`config.mk`:
```
export PLATFORM = sky130hd
export DESIGN_NAME = otp_burn_seq
export DESIGN_NICKNAME = d
export VERILOG_FILES = /design/src/rtl/otp_burn_pkg.sv /design/src/rtl/burn_timer.sv /design/src/rtl/burn_tally.sv /design/src/rtl/otp_burn_seq.sv
export SDC_FILE = /design/constraint.sdc
export NUM_CORES = 1
export LEC_CHECK = 0
export BUFFER_PORTS_ARGS = -buffer_cell sky130_fd_sc_hd__buf_2
export CAP_MARGIN = 10
export CORE_ASPECT_RATIO = 0.5
export CORE_MARGIN = 2
export CORE_UTILIZATION = 59
export CTS_CLUSTER_DIAMETER = 100
export DETAILED_ROUTE_END_ITERATION = 10
export PLACE_DENSITY = 0.86
export SYNTH_ARGS = -nofsm -noshare
export SYNTH_HDL_FRONTEND = slang
export SYNTH_SLANG_ARGS = --single-unit
```
`constraint.sdc`:
```
create_clock -name clk -period 3.3 [get_ports clk]
set_input_delay 0 -clock clk [delete_from_list [all_inputs] [get_ports clk]]
set_output_delay 0 -clock clk [all_outputs]
set_load 0.005 [all_outputs]
```
`src/rtl/otp_burn_pkg.sv`:
```
package otp_burn_pkg;
  typedef enum logic [2:0] {
    ST_IDLE,
    ST_FETCH,
    ST_SETUP,
    ST_PULSE,
    ST_HOLD,
    ST_VERIFY,
    ST_DONE
  } burn_state_t;
endpackage

```
`src/rtl/burn_timer.sv`:
```
module burn_timer #(
  parameter int TW = 8
) (
  input  logic          clk,
  input  logic          rst_n,
  input  logic          load,
  input  logic [TW-1:0] load_val,
  output logic          zero
);
  logic [TW-1:0] cnt_q, cnt_d;
  logic          cnt_en;

  assign zero   = (cnt_q == '0);
  assign cnt_en = load | ~zero;

  always_comb begin
    if (load) cnt_d = load_val;
    else      cnt_d = cnt_q - 1'b1;
  end

  always_ff @(posedge clk or negedge rst_n) begin
    if (!rst_n)      cnt_q <= '0;
    else if (cnt_en) cnt_q <= cnt_d;
  end

  // An expired timer stays expired until it is reloaded (pulse width integrity).
  assert_timer_hold_R3: assert property (@(posedge clk) disable iff (!rst_n)
    (zero && !load) |=> zero);
endmodule

```
`src/rtl/burn_tally.sv`:
```
module burn_tally #(
  parameter int MAX = 25,
  parameter int W   = 5
) (
  input  logic         clk,
  input  logic         rst_n,
  input  logic         clr,
  input  logic         inc,
  output logic [W-1:0] count,
  output logic         at_max
);
  logic [W-1:0] cnt_q, cnt_d;
  logic         cnt_en;

  assign cnt_en = clr | inc;
  assign count  = cnt_q;
  assign at_max = (cnt_q == W'(MAX));

  always_comb begin
    if (clr) cnt_d = '0;
    else     cnt_d = cnt_q + 1'b1;
  end

  always_ff @(posedge clk or negedge rst_n) begin
    if (!rst_n)      cnt_q <= '0;
    else if (cnt_en) cnt_q <= cnt_d;
  end

  assert_tally_bound_R7: assert property (@(posedge clk) disable iff (!rst_n)
    cnt_q <= W'(MAX));
  assert_no_inc_past_max_R7: assert property (@(posedge clk) disable iff (!rst_n)
    (at_max && !clr) |-> !inc);
endmodule

```
`src/rtl/otp_burn_seq.sv`:
```
module otp_burn_seq
  import otp_burn_pkg::*;
#(
  parameter int AW         = 8,
  parameter int DW         = 8,
  parameter int PULSE_CYC  = 20000,
  parameter int SETUP_CYC  = 2,
  parameter int HOLD_CYC   = 2,
  parameter int VERIFY_CYC = 2,
  parameter int MAX_PULSES = 25
) (
  input  logic          clk,
  input  logic          rst_n,
  input  logic          start,
  input  logic [AW-1:0] base_addr,
  input  logic [AW:0]   word_count,
  output logic          src_rd,
  input  logic          src_valid,
  input  logic [DW-1:0] src_data,
  output logic [AW-1:0] mem_addr,
  output logic [DW-1:0] mem_wdata,
  output logic          mem_wdata_en,
  input  logic [DW-1:0] mem_rdata,
  output logic          mem_ce_n,
  output logic          mem_oe_n,
  output logic          mem_pgm_n,
  output logic          mem_vpp_hi,
  output logic          busy,
  output logic          done,
  output logic          pass,
  output logic [AW-1:0] fail_addr
);
  localparam int CYC_SUM = PULSE_CYC + SETUP_CYC + HOLD_CYC + VERIFY_CYC;
  localparam int TW      = $clog2(CYC_SUM + 1);
  localparam int PCW     = $clog2(MAX_PULSES + 1);
  localparam logic [TW-1:0] LD_SETUP  = TW'(SETUP_CYC - 1);
  localparam logic [TW-1:0] LD_PULSE  = TW'(PULSE_CYC - 1);
  localparam logic [TW-1:0] LD_HOLD   = TW'(HOLD_CYC - 1);
  localparam logic [TW-1:0] LD_VERIFY = TW'(VERIFY_CYC - 1);

  burn_state_t state_q, state_d;

  logic            tmr_load, tmr_zero;
  logic [TW-1:0]   tmr_val;
  logic            tally_clr, tally_inc, tally_max;
  logic [PCW-1:0]  tally_cnt;
  logic            start_take, word_take, advance, fail_set;

  logic [AW-1:0]   addr_q;
  logic [AW:0]     remain_q;
  logic [DW-1:0]   data_q;
  logic            ok_q;
  logic [AW-1:0]   fail_addr_q;

  burn_timer #(.TW(TW)) u_timer (
    .clk      (clk),
    .rst_n    (rst_n),
    .load     (tmr_load),
    .load_val (tmr_val),
    .zero     (tmr_zero)
  );

  burn_tally #(.MAX(MAX_PULSES), .W(PCW)) u_tally (
    .clk    (clk),
    .rst_n  (rst_n),
    .clr    (tally_clr),
    .inc    (tally_inc),
    .count  (tally_cnt),
    .at_max (tally_max)
  );

  // Next-state logic
  always_comb begin
    state_d    = state_q;
    tmr_load   = 1'b0;
    tmr_val    = '0;
    tally_clr  = 1'b0;
    tally_inc  = 1'b0;
    start_take = 1'b0;
    word_take  = 1'b0;
    advance    = 1'b0;
    fail_set   = 1'b0;
    unique case (state_q)
      ST_IDLE: begin
        if (start) begin
          start_take = 1'b1;
          state_d    = (word_count == '0) ? ST_DONE : ST_FETCH;
        end
      end
      ST_FETCH: begin
        if (src_valid) begin
          word_take = 1'b1;
          tally_clr = 1'b1;
          tmr_load  = 1'b1;
          tmr_val   = LD_SETUP;
          state_d   = ST_SETUP;
        end
      end
      ST_SETUP: begin
        if (tmr_zero) begin
          tally_inc = 1'b1;
          tmr_load  = 1'b1;
          tmr_val   = LD_PULSE;
          state_d   = ST_PULSE;
        end
      end
      ST_PULSE: begin
        if (tmr_zero) begin
          tmr_load = 1'b1;
          tmr_val  = LD_HOLD;
          state_d  = ST_HOLD;
        end
      end
      ST_HOLD: begin
        if (tmr_zero) begin
          tmr_load = 1'b1;
          tmr_val  = LD_VERIFY;
          state_d  = ST_VERIFY;
        end
      end
      ST_VERIFY: begin
        if (tmr_zero) begin
          if (mem_rdata == data_q) begin
            advance = 1'b1;
            state_d = (remain_q == (AW+1)'(1)) ? ST_DONE : ST_FETCH;
          end else if (tally_max) begin
            fail_set = 1'b1;
            state_d  = ST_DONE;
          end else begin
            tmr_load = 1'b1;
            tmr_val  = LD_SETUP;
            state_d  = ST_SETUP;
          end
        end
      end
      ST_DONE:  state_d = ST_IDLE;
      default:  state_d = ST_IDLE;
    endcase
  end

  // Registers
  always_ff @(posedge clk or negedge rst_n) begin
    if (!rst_n) state_q <= ST_IDLE;
    else        state_q <= state_d;
  end

  always_ff @(posedge clk or negedge rst_n) begin
    if (!rst_n) begin
      addr_q   <= '0;
      remain_q <= '0;
    end else if (start_take) begin
      addr_q   <= base_addr;
      remain_q <= word_count;
    end else if (advance) begin
      addr_q   <= addr_q + 1'b1;
      remain_q <= remain_q - 1'b1;
    end
  end

  always_ff @(posedge clk or negedge rst_n) begin
    if (!rst_n)         data_q <= '0;
    else if (word_take) data_q <= src_data;
  end

  always_ff @(posedge clk or negedge rst_n) begin
    if (!rst_n) begin
      ok_q        <= 1'b0;
      fail_addr_q <= '0;
    end else if (start_take) begin
      ok_q        <= 1'b1;
      fail_addr_q <= '0;
    end else if (fail_set) begin
      ok_q        <= 1'b0;
      fail_addr_q <= addr_q;
    end
  end

  // Output decode
  assign busy         = (state_q != ST_IDLE);
  assign done         = (state_q == ST_DONE);
  assign mem_vpp_hi   = busy && !done;
  assign mem_ce_n     = !mem_vpp_hi;
  assign mem_pgm_n    = (state_q != ST_PULSE);
  assign mem_oe_n     = (state_q != ST_VERIFY);
  assign mem_wdata_en = (state_q == ST_SETUP) || (state_q == ST_PULSE) || (state_q == ST_HOLD);
  assign mem_wdata    = data_q;
  assign mem_addr     = addr_q;
  assign src_rd       = (state_q == ST_FETCH);
  assign pass         = ok_q;
  assign fail_addr    = fail_addr_q;

  // Assertions
  assert_idle_quiet_R1: assert property (@(posedge clk) disable iff (!rst_n)
    !busy |-> (mem_pgm_n && mem_oe_n && mem_ce_n && !mem_vpp_hi && !mem_wdata_en));
  assert_pulse_selected_R2: assert property (@(posedge clk) disable iff (!rst_n)
    !mem_pgm_n |-> (!mem_ce_n && mem_vpp_hi));
  assert_pulse_stable_R4: assert property (@(posedge clk) disable iff (!rst_n)
    (!mem_pgm_n && !$past(mem_pgm_n)) |-> ($stable(mem_addr) && $stable(mem_wdata)));
  assert_pulse_driven_R4: assert property (@(posedge clk) disable iff (!rst_n)
    $fell(mem_pgm_n) |-> ($past(mem_wdata_en) && mem_wdata_en));
  assert_verify_excl_R5: assert property (@(posedge clk) disable iff (!rst_n)
    !mem_oe_n |-> (mem_pgm_n && !mem_wdata_en));
  assert_done_single_R9: assert property (@(posedge clk) disable iff (!rst_n)
    done |=> !done);
  assert_done_drops_vpp_R2: assert property (@(posedge clk) disable iff (!rst_n)
    done |-> (!mem_vpp_hi && mem_ce_n));
  assert_fail_stops_R8: assert property (@(posedge clk) disable iff (!rst_n)
    (done && !pass) |-> $past(tally_max));
  assert_busy_start_R11: assert property (@(posedge clk) disable iff (!rst_n)
    ($past(busy) && busy && !$past(done)) |-> $stable(ok_q) || $past(fail_set));
endmodule

```
Word-level counts from Yosys, hierarchy flattened
Cells that the tools add are included.
{"block": "classes", "addsub": 4, "eq_ne": 17, "muxes": 45, "n_bitwise": 3, "reduce_logical": 14}
{"operator": "one-hot mux 15 bit (4 select lines)", "n": 1}
{"operator": "two-way mux 8 bit", "n": 4}
{"operator": "two-way mux 15 bit", "n": 2}
{"operator": "two-way mux 3 bit", "n": 10}
{"operator": "two-way mux 1 bit", "n": 23}
{"operator": "two-way mux 9 bit", "n": 2}
{"operator": "one-hot mux 3 bit (6 select lines)", "n": 1}
{"operator": "zero test 15 bit", "n": 1}
{"operator": "subtractor 15 x 1 -> 15 bit, second input constant", "n": 1}
{"operator": "inequality test 2 x 1 -> 1 bit, second input constant", "n": 5}
{"operator": "== test 3 bit, second input constant", "n": 3}
{"operator": "== test 9 x 1 -> 1 bit, second input constant", "n": 1}
{"operator": "zero test 9 bit", "n": 1}
{"operator": "subtractor 9 x 1 -> 9 bit, second input constant", "n": 1}
{"operator": "adder 8 x 1 -> 8 bit, second input constant", "n": 1}
{"operator": "== test 8 bit", "n": 1}
{"operator": "== test 3 x 2 -> 1 bit, second input constant", "n": 2}
{"operator": "AND reduction 6 bit", "n": 1}
{"operator": "adder 5 x 1 -> 5 bit, second input constant", "n": 1}
{"operator": "== test 5 bit, second input constant", "n": 1}
{"operator": "two-way mux 5 bit", "n": 1}
{"operator": "nonzero test 2 bit", "n": 2}
{"operator": "== test 3 x 1 -> 1 bit, second input constant", "n": 1}
{"operator": "zero test 3 bit", "n": 1}
{"operator": "other kinds (12)", "n": 15}
{"block": "word_totals", "regBits": 57, "input_bits": 37, "output_inout_bits": 33, "word_cells": 91}

Depth between registers and ports, before layout
{"block": "logic_depth", "depth_word": 7, "depth_mapped": 9, "mapped_depth_nobuf": 7}

Hierarchy
Synthesis repeated with hierarchy kept, for this count alone.
{"block": "unflattened", "cells_unflattened": 368, "area_unflattened_um2": 3533.4}
{"module": "otp_burn_seq", "instances": 1, "cells_per_inst": 241, "area_each_um2": 2278.4, "seq_area_each_um2": 925.9}
{"module": "burn_timer", "instances": 1, "cells_per_inst": 102, "area_each_um2": 974.7, "seq_area_each_um2": 375.4}
{"module": "burn_tally", "instances": 1, "cells_per_inst": 25, "area_each_um2": 280.3, "seq_area_each_um2": 125.1}

Worst setup path before layout
OpenSTA, ideal clock, no wires.
{"block": "synth_path", "path_kind": "reg-to-reg", "start": "register u_timer.cnt_q[0]", "end": "register remain_q[4]", "setup_time_ns": 0.126, "arrival_time_ns": 2.061, "required_ns": 3.174, "setup_slack_ns": 1.113, "stages_incl_launch_ff": 9, "n_path_buf": 1, "synth_period_minus_slack_ns": 2.187, "cell_sequence": "dfrtp_1 -> inv_1 -> ha_1 -> nor4b_2 -> and4_1 -> buf_6 -> and4_1 -> mux2_2 -> a221o_1"}
{"block": "synth_via", "elab_chain_cells": 4}
{"element": "start, declared", "line": "burn_timer.sv:10", "rtl": "logic [TW-1:0] cnt_q, cnt_d;"}
{"element": "start signal, assigned", "line": "burn_timer.sv:23", "rtl": "else if (cnt_en) cnt_q <= cnt_d;"}
{"element": "zero test 15 bit", "line": "burn_timer.sv:13", "rtl": "assign zero = (cnt_q == '0);"}
{"element": "two-way mux 1 bit", "line": "otp_burn_seq.sv:122", "rtl": "if (tmr_zero) begin"}
{"element": "two-way mux 1 bit", "line": "otp_burn_seq.sv:83", "rtl": "unique case (state_q)"}
{"element": "nonzero test 2 bit (no source line)"}
{"element": "end signal, assigned", "line": "otp_burn_seq.sv:153", "rtl": "remain_q <= word_count;"}
{"element": "end signal, assigned", "line": "otp_burn_seq.sv:156", "rtl": "remain_q <= remain_q - 1'b1;"}
{"element": "end, declared", "line": "otp_burn_seq.sv:50", "rtl": "logic [AW:0] remain_q;"}
No other way between the ends.
A chain may end at the register's enable or synchronous reset.

Final worst setup path
{"block": "layout_path", "start": "register u_timer.cnt_q[0]", "end": "register fail_addr_q[4] (netlist: fail_addr[4])"}
{"block": "layout_via", "elab_chain_cells": 4}
{"element": "zero test 15 bit", "line": "burn_timer.sv:13"}
{"element": "two-way mux 1 bit", "line": "otp_burn_seq.sv:122"}
{"element": "two-way mux 1 bit", "line": "otp_burn_seq.sv:83"}
{"element": "nonzero test 2 bit (no source line)"}
{"element": "end signal, assigned", "line": "otp_burn_seq.sv:174", "rtl": "fail_addr_q <= addr_q;"}
{"element": "end, declared", "line": "otp_burn_seq.sv:53", "rtl": "logic [AW-1:0] fail_addr_q;"}
No other way between the ends.

==> key figures <==
Timing
  • Final worst-path cycle share: 78.5%
  • RSZ-0062 raised after global routing: false
  • Final setup viols: 0
  • F_max: 386 MHz
  • Setup TNS: 0 ns
  • Slew HR: 47.4%
  • Crit path time final: 2.59 ns
  • Max Slew Vio Count: 0
  • Tightest Pin Transition: 0.790 ns
  • Setup Skew: 0.00994 ns
  • Final hold violations: 0

Critical path
  • CP max-delay cell: a2111oi_4
  • Critical Path End: fail_addr[4]
  • Reg2reg start: u_timer.cnt_q[0]
  • WP data required: 3.49 ns
  • Critical Path AT: 2.78 ns
  • Setup crit start: u_timer.cnt_q[0]
  • CP cell instances: inv_1 > ha_1 > nor4b_2 > nand4_1 > a2111oi_4 > o21ai_0
  • Worst setup EP type: register
  • Startpoint types: register
  • Worst R2R Path Depth: 6
  • Crit-path max cell delay: 0.82 ns
  • Reg2reg end: fail_addr[4]
  • Flop-to-flop setup slack: 0.71 ns
  • Crit Path Class: register to register
  • Max FO, Critical Path: 17

CTS
  • CTS H-tree depth: 3
  • Worst-Skew Late Latency: 0.35 ns
  • CTS tree: yes
  • CTS Buf Count: 9
  • Total setup buffers inserted after CTS: 0
  • Worst-path clk slew: 0.06 ns
  • Maximum root-to-sink buffer count: 2
  • Root cell of the clock tree: clkbuf_8
  • Sink Count: 57

Die
  • DIE AREA: 6110 sq um
  • Initial core utilization: 63.4%
  • Height of the die: 56.3 um
  • Die X-Extent: 109 um
  • IO Pins: 70
  • Area of the core: 5090 sq um
  • Site Rows: 18

Route
  • Post-DRT Antenna Nets: 0
  • Vias: 3,136
  • Drt first pass iters: 5
  • Routed WL: 8.70 mm
  • DR iter-0 viols: 194
  • Vias per cell: 5.98
  • Avg WL per Cell: 16.6 um
  • Post-route DRC: 0

Synthesis
  • Synthesized flop and latch total: 57
  • Post-Synth Adder-Cell Area: 2.72%
  • Main combinational cell family by area after synthesis: simple AND/OR/NAND/NOR gates
  • Synth area leaders: dfrtp_1 44%, nand2_1 7.2%, nor2_1 3.8%
  • Synthesized cell area: 3230 sq um
  • Post-Synth XOR/XNOR Area: 6.52%
  • Synth Area in Compound Gates: 14.0%
  • Mux contribution to synthesized area: 1.01%
  • Area share of the largest cell type after synthesis: 44.2%
  • Syn avg cell area: 9.09 sq um
  • Post-synthesis async set-or-reset flop share: 100%
  • Main synth FF type: dfrtp_1
  • Synth Instances: 355
  • Post-Synth Simple-Gate Area: 28.1%
  • Sequential area share after synthesis: 44.2%
  • EDFF count, synth: 0
  • Synth cell types: 53
  • Warning count from the yosys run: 0
  • Synth area leader: dfrtp_1
  • Synthesized Nets: 399

Power
  • Sequential share of power: 43.6%
  • Sw Share: 41.1%
  • Sw Pwr: 1.28 mW
  • Final Total Pwr: 3.11 mW
  • LEAKAGE: 1.83 nW
  • Internal power: 1.83 mW
  • Part of the power in combinational logic: 36.9%
  • Max VDD drop: 0.422 mV
  • Clock power share: 19.5%
  • Pwr Density: 765 nW/um^2

Final layout
  • Layout cells sized above 1: 22.7%
  • Core Util, Final: 79.8%
  • # diodes: 0
  • Number of nets in the layout: 494
  • Syn-to-layout area delta: 26.0%
  • Fillcell total: 332

Global routing
  • Total global routing overflow: 0
  • Gr usage total: 30.7%
  • Antenna violations before repair: 0
  • Pin count of the biggest net entering global routing: 34
  • Vias in the first global route: 3,062
  • First-pass GRT wire length: 14.4 mm

Status
  • Outcome: complete, no violations

Min path
  • Tightest Hold Check Type: primary input to register

Place
  • GP Congestion: 0.876
  • I/O Buffers: 69
  • Dpl hpwl: 5.59 mm

Flow run
  • Max Cap Viol: 0
[worst min-delay path by stage]
stage	start	to	slack [ns]	cells past startpoint
CTS	src_valid	state_q[0]	0.09	4
finish	src_valid	state_q[1]	0.1	5
global placement	rst_n	mem_wdata[2]	0.1	1
detailed placement	rst_n	mem_wdata[6]	0.11	1
floorplan	rst_n	fail_addr[0]	-0.30	0
global route	src_valid	state_q[1]	0.12	5
[repair_timing]
| action | CTS | global route |
|---|---|---|
| hold endpoints to repair | 57 | 0 |
| resized for setup | 0 | 0 |
| endpoints found under the setup margin | 0 | 0 |
| hold buffers | 26 | 0 |
[cell usage after synthesis, types with 4 or more instances]
| cell | number |
|---|---|
| nor4_1 | 8 |
| a211oi_1 | 5 |
| inv_1 | 10 |
| nor3_1 | 19 |
| a21oi_1 | 12 |
| xor2_1 | 14 |
| xnor2_1 | 10 |
| nor2_1 | 33 |
| nand2_1 | 62 |
| nand3_1 | 13 |
| clkbuf_1 | 13 |
| nor4_4 | 4 |
| and2_1 | 4 |
| dfrtp_1 | 57 |
| nand4_1 | 4 |
| or2_2 | 5 |
| a221o_1 | 4 |
| ha_1 | 7 |
| o21ai_0 | 20 |
[sequential cells by signal (all words and copies together), names as in the netlist]
name and cells:
mem_addr 8, u_timer.cnt_q 15, remain_q 9, u_tally.count 5, pass 1, fail_addr 8
mem_wdata 8, state_q 3
[power by group through the flow]
stage | combinational, mW | sequential [mW] | clock [mW]
3_5_place_dp | 1.09 | 1.34 | 0
6_report | 1.15 | 1.36 | 0.606
3_3_place_gp | 1.03 | 1.32 | 0
2_1_floorplan | 0.792 | 1.26 | 0
4_1_cts | 1.12 | 1.33 | 0.606
5_1_grt | 1.27 | 1.40 | 0.641
[critical path, delay by kind of cell, from the launching register on]
| kind | cells | cell delay (ns) |
|---|---|---|
| and+or+nand+nor | 2 | 0.72 |
| DFF | 1 | 0.41 |
| buffers and inverters | 1 | 0.11 |
| adders and majority gates | 1 | 0.16 |
| AOI/OAI and AO/OA | 2 | 1.03 |
[stage by stage]
step	instance area, sq um	hold WS [ns]	setup slack, ns	cells
final	4060	0.0977	0.711	524
after global routing	4060	0.124	0.414	524
after CTS	4060	0.0852	0.733	524
after detailed placement	3620	0.111	0.729	483
after global placement	3620	0.0994	0.906	483
after floorplan	3230	-0.296	1.11	355
[cell type report]
class	count	area [sq um]	area share [%]
well taps	70	87.6	2.16
multi-input cells	272	1690	41.6
flip-flops and latches	57	1430	35.1
inverters	10	37.5	0.924
clock buffers	12	165	4.06
repair buffers	100	643	15.8
clock inverters	3	15.0	0.369
[kinds of logic after synthesis]
kind of cell / after synthesis
AND/OR/NAND/NOR: 173
AO/OA/AOI/OAI: 65
flip-flops: 57
buffers and inverters: 26
XOR/XNOR: 24
adder cells (fa/ha/maj): 7
multiplexers: 3
[routing by layer]
metal | share of wire (%) | GRT usage [%] | up-vias
met1 | 42 | 37.6 | 1512
met5 | 0 | 0 | -
met3 | 5.6 | 7.78 | 28
li1 | - | - | 1461
met4 | 3.4 | 13.7 | 0
met2 | 49 | 51.5 | 135
[placed cells by master, fill, tap and decap left out, types with 3 or more instances in the layout]
cell / n
nand2_1: 62
dfrtp_1: 57
nor4_4: 4
clkbuf_8: 12
o21ai_0: 20
a21oi_1: 12
ha_1: 7
or2_2: 5
buf_2: 69
o31ai_1: 3
nand2b_1: 3
xor2_1: 14
nor4_1: 8
nor2_1: 33
buf_4: 5
clkinv_2: 3
nand3_1: 13
and2_1: 4
and3_1: 3
nand4_1: 4
a221o_1: 4
a211oi_1: 5
nor3_1: 19
inv_1: 10
dlygate4sd3_1: 26
xnor2_1: 10
or4_1: 3
Note: power is estimated with default switching activity, not from simulation.
